<file path="src/rtl/caldac_pkg.sv">
package caldac_pkg;
   typedef enum logic [1:0] {
      ST_IDLE = 2'd0,
      ST_LOW  = 2'd1,
      ST_HIGH = 2'd2,
      ST_LOAD = 2'd3
   } caldac_state_t;
endpackage

</file>
<file path="src/rtl/caldac_phase_timer.sv">
module caldac_phase_timer #(
   parameter int DIV_W   = 8,
   parameter bit USE_DIV = 1'b1
) (
   input  logic             clk,
   input  logic             rst_n,
   input  logic             start,
   input  logic [DIV_W-1:0] div_cfg,
   output logic             expire
);
   generate
      if (USE_DIV) begin : g_div
         logic [DIV_W-1:0] cnt;
         always_ff @(posedge clk or negedge rst_n) begin
            if (!rst_n)          cnt <= '0;
            else if (start)      cnt <= div_cfg;
            else if (cnt != '0)  cnt <= cnt - 1'b1;
         end
         assign expire = (cnt == '0);

         // the count steps down by one each cycle until it expires
         assert_phase_step_R4: assert property (@(posedge clk) disable iff (!rst_n)
            (!start && cnt != '0) |=> (cnt == $past(cnt) - 1'b1));
      end else begin : g_nodiv
         logic unused_cfg;
         assign unused_cfg = ^{div_cfg, start, clk, rst_n};
         assign expire = 1'b1;
      end
   endgenerate
endmodule

</file>
<file path="src/rtl/caldac_shifter.sv">
module caldac_shifter #(
   parameter int WORD_W = 11
) (
   input  logic              clk,
   input  logic              rst_n,
   input  logic              load,
   input  logic [WORD_W-1:0] word,
   input  logic              shift,
   output logic              msb,
   output logic              last
);
   localparam int CNT_W = $clog2(WORD_W + 1);

   logic [WORD_W-1:0] sreg;
   logic [CNT_W-1:0]  left;

   always_ff @(posedge clk or negedge rst_n) begin
      if (!rst_n) begin
         sreg <= '0;
         left <= '0;
      end else if (load) begin
         sreg <= word;
         left <= CNT_W'(WORD_W);
      end else if (shift) begin
         sreg <= {sreg[WORD_W-2:0], 1'b0};
         left <= left - 1'b1;
      end
   end

   assign msb  = sreg[WORD_W-1];
   assign last = (left == CNT_W'(1));

   // never shift more bits than were loaded
   assert_no_underflow_R2: assert property (@(posedge clk) disable iff (!rst_n)
      shift |-> (left != '0));
endmodule

</file>
<file path="src/rtl/caldac_loader.sv">
module caldac_loader
   import caldac_pkg::*;
#(
   parameter int NUM_CHIPS   = 3,
   parameter int CH_PER_CHIP = 8,
   parameter int DATA_W      = 8,
   parameter int NUM_CH      = 21,
   parameter int DIV_W       = 8,
   parameter bit USE_DIV     = 1'b1,
   localparam int ADDR_W     = $clog2(CH_PER_CHIP),
   localparam int CH_W       = $clog2(NUM_CH),
   localparam int LD_W       = $clog2(NUM_CHIPS + 1),
   localparam int WORD_W     = ADDR_W + DATA_W
) (
   input  logic              clk,
   input  logic              rst_n,
   input  logic [DIV_W-1:0]  div_cfg,
   input  logic              req_valid,
   output logic              req_ready,
   input  logic [CH_W-1:0]   req_chan,
   input  logic [DATA_W-1:0] req_value,
   output logic              ser_data,
   output logic              ser_clk,
   output logic [LD_W-1:0]   load_sel,
   output logic              done,
   output logic              err
);
   generate
      if (NUM_CH > NUM_CHIPS * CH_PER_CHIP) begin : g_bad_count
         $error("caldac_loader: more channels than chips can hold");
      end
      if (CH_W <= ADDR_W) begin : g_bad_width
         $error("caldac_loader: channel width must exceed sub-address width");
      end
      if (WORD_W < 2) begin : g_bad_word
         $error("caldac_loader: frame too short");
      end
   endgenerate

   caldac_state_t state, state_nx;
   logic [LD_W-1:0] code_q;
   logic            done_q, err_q;
   logic            accept, chan_ok;
   logic            tmr_start, expire;
   logic            sh_load, sh_shift, sh_msb, sh_last;

   assign req_ready = (state == ST_IDLE);
   assign accept    = req_valid && req_ready;
   assign chan_ok   = (req_chan < CH_W'(NUM_CH));

   caldac_phase_timer #(.DIV_W(DIV_W), .USE_DIV(USE_DIV)) u_timer (
      .clk(clk), .rst_n(rst_n), .start(tmr_start),
      .div_cfg(div_cfg), .expire(expire));

   caldac_shifter #(.WORD_W(WORD_W)) u_shift (
      .clk(clk), .rst_n(rst_n), .load(sh_load),
      .word({req_chan[ADDR_W-1:0], req_value}),
      .shift(sh_shift), .msb(sh_msb), .last(sh_last));

   always_comb begin
      state_nx  = state;
      tmr_start = 1'b0;
      sh_load   = 1'b0;
      sh_shift  = 1'b0;
      unique case (state)
         ST_IDLE: if (accept && chan_ok) begin
            state_nx  = ST_LOW;
            tmr_start = 1'b1;
            sh_load   = 1'b1;
         end
         ST_LOW: if (expire) begin
            state_nx  = ST_HIGH;
            tmr_start = 1'b1;
         end
         ST_HIGH: if (expire) begin
            tmr_start = 1'b1;
            if (sh_last) state_nx = ST_LOAD;
            else begin
               state_nx = ST_LOW;
               sh_shift = 1'b1;
            end
         end
         ST_LOAD: if (expire) state_nx = ST_IDLE;
         default: state_nx = ST_IDLE;
      endcase
   end

   always_ff @(posedge clk or negedge rst_n) begin
      if (!rst_n) begin
         state  <= ST_IDLE;
         code_q <= '0;
         done_q <= 1'b0;
         err_q  <= 1'b0;
      end else begin
         state  <= state_nx;
         done_q <= (state == ST_LOAD) && (state_nx == ST_IDLE);
         err_q  <= accept && !chan_ok;
         if (accept && chan_ok)
            code_q <= LD_W'(req_chan[CH_W-1:ADDR_W]) + LD_W'(1);
      end
   end

   assign ser_clk  = (state == ST_HIGH);
   assign ser_data = ((state == ST_LOW) || (state == ST_HIGH)) ? sh_msb : 1'b0;
   assign load_sel = (state == ST_LOAD) ? code_q : '0;
   assign done     = done_q;
   assign err      = err_q;

   // a valid accepted request makes the engine busy next cycle
   assert_busy_after_accept_R7: assert property (@(posedge clk) disable iff (!rst_n)
      (req_valid && req_ready && chan_ok) |=> !req_ready);
   // done lasts one cycle and coincides with strobe release
   assert_done_single_R8: assert property (@(posedge clk) disable iff (!rst_n)
      done |=> !done);
   assert_done_release_R8: assert property (@(posedge clk) disable iff (!rst_n)
      done |-> (load_sel == '0 && req_ready));
   // strobe code is held steady and the serial clock stays low
   assert_strobe_stable_R5: assert property (@(posedge clk) disable iff (!rst_n)
      (load_sel != '0 && $past(load_sel) != '0) |-> $stable(load_sel));
   assert_strobe_clk_low_R5: assert property (@(posedge clk) disable iff (!rst_n)
      (load_sel != '0) |-> !ser_clk);
   // data held across a high phase
   assert_data_hold_R3: assert property (@(posedge clk) disable iff (!rst_n)
      (ser_clk && $past(ser_clk)) |-> $stable(ser_data));
   // a refused request leaves the link quiet
   assert_reject_quiet_R9: assert property (@(posedge clk) disable iff (!rst_n)
      err |-> (req_ready && !ser_clk && load_sel == '0));
endmodule

</file>
<file path="config.mk">
export PLATFORM = sky130hd
export DESIGN_NAME = caldac_loader
export DESIGN_NICKNAME = d
export VERILOG_FILES = /design/src/rtl/caldac_pkg.sv /design/src/rtl/caldac_phase_timer.sv /design/src/rtl/caldac_shifter.sv /design/src/rtl/caldac_loader.sv
export SDC_FILE = /design/constraint.sdc
export NUM_CORES = 1
export LEC_CHECK = 0
export BUFFER_PORTS_ARGS = -buffer_cell sky130_fd_sc_hd__buf_4
export CAP_MARGIN = 20
export CORE_ASPECT_RATIO = 1.75
export CORE_MARGIN = 2
export CORE_UTILIZATION = 59
export CTS_BUF_LIST = sky130_fd_sc_hd__clkbuf_4
export CTS_CLUSTER_DIAMETER = 120
export CTS_CLUSTER_SIZE = 20
export DETAILED_ROUTE_END_ITERATION = 16
export GPL_TIMING_DRIVEN = 0
export PLACE_DENSITY = 0.84
export SLEW_MARGIN = 20
export SYNTH_ARGS = -nofsm -noshare
export SYNTH_HDL_FRONTEND = slang
export SYNTH_HIERARCHICAL = 1
export SYNTH_SLANG_ARGS = --single-unit
</file>
<file path="constraint.sdc">
create_clock -name clk -period 4.2 [get_ports clk]
set_input_delay 0.84 -clock clk [delete_from_list [all_inputs] [get_ports clk]]
set_output_delay 0.84 -clock clk [all_outputs]
set_load 0.05 [all_outputs]
</file>
==> Yosys cells after proc, flatten, opt, wreduce, memory -nomap -nowiden <==
Index checks and enable logic that the tools add are counted.
{ "totals": {"reg_bits": 29, "inputBits": 24, "output_inout_bits": 7, "wordCells": 49} }
{ "classes": {"n_addsub": 3, "order_cmp": 1, "eq_ne": 4, "mux": 21, "n_reduce_logical": 13} }
{ "ops": {"columns": ["op", "n"], "rows": [
  ["11-bit 2-to-1 mux", 2],
  ["8-bit 2-to-1 mux", 2],
  ["2-bit 2-to-1 mux", 6],
  ["8-bit logical NOT", 1],
  ["4-bit 2-to-1 mux", 2],
  ["2-bit one-hot mux with 4 select lines", 1],
  ["8-bit nonzero test", 1],
  ["8-bit by 1-bit subtractor with 8-bit output, second input constant", 1],
  ["1-bit 2-to-1 mux", 7],
  ["5-bit < comparator, second input constant", 1],
  ["2-bit == test, second input constant", 2],
  ["4-bit by 1-bit == test with 1-bit output, second input constant", 1],
  ["1-bit logical AND", 4],
  ["2-bit logical NOT", 2],
  ["2-bit nonzero test", 2],
  ["4-bit by 1-bit subtractor with 4-bit output, second input constant", 1],
  ["2-bit by 1-bit adder with 2-bit output, second input constant", 1],
  ["2-bit by 1-bit == test with 1-bit output, second input constant", 1],
  ["1-bit one-hot mux with 2 select lines", 1],
  ["2-bit OR reduction", 1],
  ["1-bit logical NOT", 1],
  ["1-bit logical OR", 1]
]} }

==> Longest topological paths before layout <==
{ "depth": {"depth_word": 7, "ltp_mapped": 10, "depth_no_buf": 9} }

==> Modules after synthesis <==
Netlist, hierarchy kept.
{ "by_module_without_submodules": {"columns": ["module", "n_inst", "cells_per_inst", "area_each_um2", "seq_area_each_um2"], "rows": [
  ["caldac_shifter", 1, 70, 758.2, 375.4],
  ["caldac_phase_timer", 1, 54, 476.7, 200.2],
  ["caldac_loader", 1, 47, 452.9, 150.1]
]} }

==> Worst setup path after synthesis <==
OpenSTA, ideal clock, no wires.
{ "synth_timing": {"path_type": "in2reg", "startpoint": "input req_chan[3]", "endpoint": "register u_timer.g_div.cnt[4]", "setup_time_ns": 0.079, "arrival_ns": 2.339, "t_required_ns": 4.121, "path_slack_ns": 1.782, "stages": 8, "path_buffers": 1, "cell_sequence": "inv_1 -> ha_1 -> o211a_1 -> or3_4 -> a21oi_1 -> dlygate4sd1_1 -> a21oi_1 -> a2bb2oi_1"} }
{ "synth_via": {"elab_chain_cells": 5, "word_cells_on_any_way": 6, "classes_between": "1 x order compare; 3 x mux; 2 x reduce/logical"} }
{ "synth_lines": {"columns": ["item", "line_no", "rtl"], "rows": [
  ["start: declaration", "caldac_loader.sv:20", "input logic [CH_W-1:0] req_chan,"],
  ["5-bit < comparator *", "caldac_loader.sv:49", "assign chan_ok = (req_chan < CH_W'(NUM_CH));"],
  ["1-bit logical AND *", "caldac_loader.sv:66", "ST_IDLE: if (accept && chan_ok) begin"],
  ["1-bit 2-to-1 mux *", "caldac_loader.sv:66", null],
  ["1-bit one-hot mux with 2 select lines *", "caldac_loader.sv:65", "unique case (state)"],
  ["net tmr_start", "caldac_loader.sv:44", "logic tmr_start, expire;"],
  ["8-bit 2-to-1 mux or 2-bit nonzero test (tied branches)", null, null],
  ["end signal: assignment", "caldac_phase_timer.sv:16", "else if (start) cnt <= div_cfg;"],
  ["end signal: assignment", "caldac_phase_timer.sv:17", "else if (cnt != '0) cnt <= cnt - 1'b1;"],
  ["end: declaration", "caldac_phase_timer.sv:13", "logic [DIV_W-1:0] cnt;"]
]} }
Mark *: on every way through the listed nets, which the timed path passes. The rest lies on a longest branch.
A chain may end at the register's enable or synchronous reset.

==> Worst setup path after layout <==
{ "layout_timing": {"startpoint": "register u_timer.g_div.cnt[0]", "endpoint": "register u_timer.g_div.cnt[4]"} }
{ "layout_via": {"elab_chain_cells": 4, "word_cells_on_any_way": 8, "classes_between": "1 x add/sub; 4 x mux; 3 x reduce/logical"} }
{ "layout_lines": {"columns": ["item", "line_no", "rtl"], "rows": [
  ["8-bit logical NOT *", "caldac_phase_timer.sv:19", "assign expire = (cnt == '0);"],
  ["net expire", "caldac_loader.sv:44", null],
  ["1-bit 2-to-1 mux *", "caldac_loader.sv:71, caldac_loader.sv:75", null],
  ["1-bit one-hot mux with 2 select lines *", "caldac_loader.sv:65", null],
  ["net tmr_start", "caldac_loader.sv:44", null],
  ["8-bit 2-to-1 mux or 2-bit nonzero test (tied branches)", null, null]
]} }
Mark *: on every way through the listed nets, which the timed path passes. The rest lies on a longest branch. The select of a mux whose other input is x is not followed.

==> impl_metrics.csv <==
group,metric,value,unit
status,status,"finished clean",
die,dieWidth,44.4,um
global_routing,gr-total-overflow,0,
timing,min_period,3.04,ns
finish,multi_input_area,865,sq um
finish,nets,242,
global_routing,grt_pass1_vias,1500,
die,rows,25,
routing,dr.pass1.iters,4,
clock_tree,cts_hold_buf,0,
finish,area.sequential,726,sq um
power,vdd_drop_max,441,uV
global_routing,grt_usage,28.2,%
clock_tree,clk_pin_slew,0.10,ns
finish,syn_to_final_growth,21.4,%
worst_setup_path,crit_type,"reg2reg",
flow_run,maxCapViolCount,0,
routing,vias_per_cell,5.95,
global_routing,antenna_found_initial,0,
yosys,syn_area,1690,sq um
clock_tree,clock-root-buffer,"clkbuf_4",
clock_tree,cts_buffer_depth,2,
placement,place_hpwl,2950,um
timing,hold_viol,0,
timing,rsz0062_at_grt,"no",
die,die_area,3320,sq um
yosys,ys_ff_latch,29,
clock_tree,post_cts_buffers,0,
worst_setup_path,cp_slowest_cell,"nor2_1",
yosys,synth_area_leaders,"dfrtp_1 (43%), ha_1 (7.4%), mux2i_1 (7.1%), nand2_1 (4.2%), o21ai_0 (2.7%)",
yosys,postSynthCellCount,171,
worst_setup_path,ff2ff_path_depth,10,
global_routing,met1_usage,25.7,%
worst_setup_path,crit_required,4.47,ns
timing,worst_pin_slew,0.694,ns
die,pin_count,31,
finish,fillCellCount,190,
global_routing,use_met2,53.4,%
worst_setup_path,crit_buf_inv,3,
clock_tree,clock_sinks,29,
timing,skew,0.00887,ns
power,p_leak,0.928,nW
yosys,yosysUniqueCellTypes,49,
worst_setup_path,crit_cells,10,
yosys,synth_top_area_share,43.0,%
placement,gp_congestion,0.805,
routing,via_count,1405,
routing,drt_iter0_drc,47,
power,p_per_area,588,nW/um^2
worst_setup_path,cpLargestDelayFamily,"simple AND/OR/NAND/NOR gates",
worst_setup_path,endpoint_kind,"flop",
global_routing,busiest_layer,"met2",
yosys,synth_area_leader_cell,"dfrtp_1",
worst_setup_path,slowest_delay,0.57,ns
clock_tree,clock_latency,0.34,ns
global_routing,grt_max_degree,30,
yosys,ys_warn_count,6,
global_routing,use_met3,6.95,%
placement,numPortBuffers,30,
clock_tree,cts_made_buffers,5,
routing,ant_nets,0,
worst_setup_path,crit_chain,"inv_1, ha_1, or3b_1, clkbuf_2, nor2_1, nand2_1, a21oi_1, dlygate4sd1_1, a21oi_1, a2bb2oi_1",
die,start_util,62.0,%
die,die_y,74.8,um
timing,drv_slew,0,
clock_tree,cts_tree,"done",
die,core,2720,sq um
global_routing,grt_first_pass_wirelength,6560,um
power,power.total,0.00121,W
worst_setup_path,critPathMaxFanout,10,
timing,clock.fmax,0.328,GHz
yosys,syn_area_per_cell,9.87,sq um
timing,setup_tns,0,ns
worst_hold_path,holdCritPathClass,"in2async",
worst_setup_path,start_kind,"flop",
timing,setup_viol_count_final,0,
clock_tree,ctsResizeCount,0,
finish,diodes,0,
worst_setup_path,cp_common_cell,"a21oi_1",
routing,drc,0,
routing,drt-total-wl,3960,um
yosys,synth_nets,205,
yosys,synth_seq_area_share,43.0,%
routing,wire_per_inst,16.8,um
clock_tree,htreeDepth,2,
finish,drive_gt1_share,24.4,%
timing,slew_headroom,53.6,%
worst_setup_path,cp.arrival,3.31,ns
timing,timing.final.crit_share,72.5,%
Yosys cell counts, drive strengths merged:
master        n
dfrtp        29
nand2        19
o21ai        16
mux2i        12
ha           10
inv          10
nor2         10
a21oi         5
buf           5
and2          4
nor3          4
o31ai         4
nand3         3
or4           3
a21boi        2
a21o          2
nand2b        2
nor3b         2
nor4          2
o311ai        2
o31a          2
or3           2
xnor2         2
a21bo         1
a221oi        1
a2bb2oi       1
a31oi         1
a32oi         1
and3          1
and3b         1
clkbuf        1
dlygate4sd1   1
mux2          1
nand3b        1
nand4         1
nor2b         1
nor4b         1
o211a         1
o22ai         1
o41ai         1
or2           1
or3b          1
layout by cell type (no fill, tap or decap), types with 2 or more instances in the layout:
cell,instances
or4_1,2
nor4_1,2
mux2i_1,12
nand3_1,3
a21boi_0,2
nor3_1,4
o31ai_1,4
and2_1,4
a21o_1,2
clkbuf_4,5
o31a_1,2
nor3b_1,2
xnor2_1,2
buf_4,30
dfrtp_1,29
inv_1,9
buf_2,3
bufinv_16,2
o21ai_1,7
ha_1,10
nor2_1,10
a21oi_1,4
o311ai_0,2
nand2_1,19
nand2b_1,2
o21ai_0,9
worst paths after layout:
kind | startpoint | endpoint | slack, ns
setup / recovery | u_timer/g_div.cnt[0]$_DFFE_PN0P_ | u_timer/g_div.cnt[4]$_DFFE_PN0P_ | 1.16
min in group clk | code_q[0]$_DFFE_PN0P_ | code_q[0]$_DFFE_PN0P_ | 0.53
hold / removal | rst_n | done$_DFF_PN0_ | 0.40
hold reg to reg | code_q[0]$_DFFE_PN0P_ | code_q[0]$_DFFE_PN0P_ | 0.53
setup reg to reg | u_timer/g_div.cnt[0]$_DFFE_PN0P_ | u_timer/g_div.cnt[4]$_DFFE_PN0P_ | 1.16
max in group asynchronous | rst_n | u_timer/g_div.cnt[6]$_DFFE_PN0P_ | 3.52
stage by stage:
stage / area (sq um) / setup slack (ns) / cells / util, % / hold WS [ns]
detailed placement: 1950 / 1.24 / 228 / 71.5 / 0.508
floorplan: 1690 / 1.78 / 171 / - / 0.460
CTS: 2050 / 1.20 / 236 / 75.3 / 0.412
global placement: 1950 / 1.39 / 228 / 71.5 / 0.485
global route: 2050 / 0.934 / 236 / 75.3 / 0.415
finish: 2050 / 1.16 / 236 / 75.3 / 0.398
sequential cells by signal, indices dropped and copies added (netlist names):
signal / cells
err: 1
u_shift/left: 4
u_timer/g_div.cnt: 8
u_shift/sreg: 11
state: 2
done: 1
code_q: 2
area by class of cell:
class	count	area share [%]
multi-input cells	125	42.2
flip-flops and latches	29	35.4
repair buffers	30	11.0
clock inverters	3	3.17
plain buffers	7	2.93
clock buffers	5	1.83
inverters	10	1.83
well taps	27	1.65
worst reg2reg max path: cells and delay by family, from the launching register on:
| kind | cells | cell delay [ns] |
|---|---|---|
| and+or+nand+nor | 3 | 1.02 |
| DFF | 1 | 0.42 |
| buffers and inverters | 3 | 0.73 |
| AOI/OAI and AO/OA | 3 | 0.56 |
| adders and majority gates | 1 | 0.23 |
kinds of logic (layout without fill, tap and decap cells):
group	after synthesis	count (layout)	synth area share [%]
AO/OA/AOI/OAI	41	41	16.1
XOR/XNOR	2	2	1.04
adder cells (fa/ha/maj)	10	10	7.41
buffers and inverters	17	55	5.78
flip-flops	29	29	43.0
multiplexers	13	13	7.78
AND/OR/NAND/NOR	59	59	18.9
metal layers:
metal  share of wire (%)  up-vias
li1                    -      684
met1                  34      673
met2                  58       33
met3                 3.3       15
met4                 4.4        0
met5                   0        -
where the power goes:
| part | internal (W) | leakage [nW] | switching (W) |
|---|---|---|---|
| combinational | 0.000181 | 0.525 | 0.000251 |
| sequential | 0.000387 | 0.347 | 0.0000969 |
| clock | 0.000184 | 0.0552 | 0.000106 |
| total | 0.000752 | 0.928 | 0.000454 |
Power figures use the tool's default switching activity.
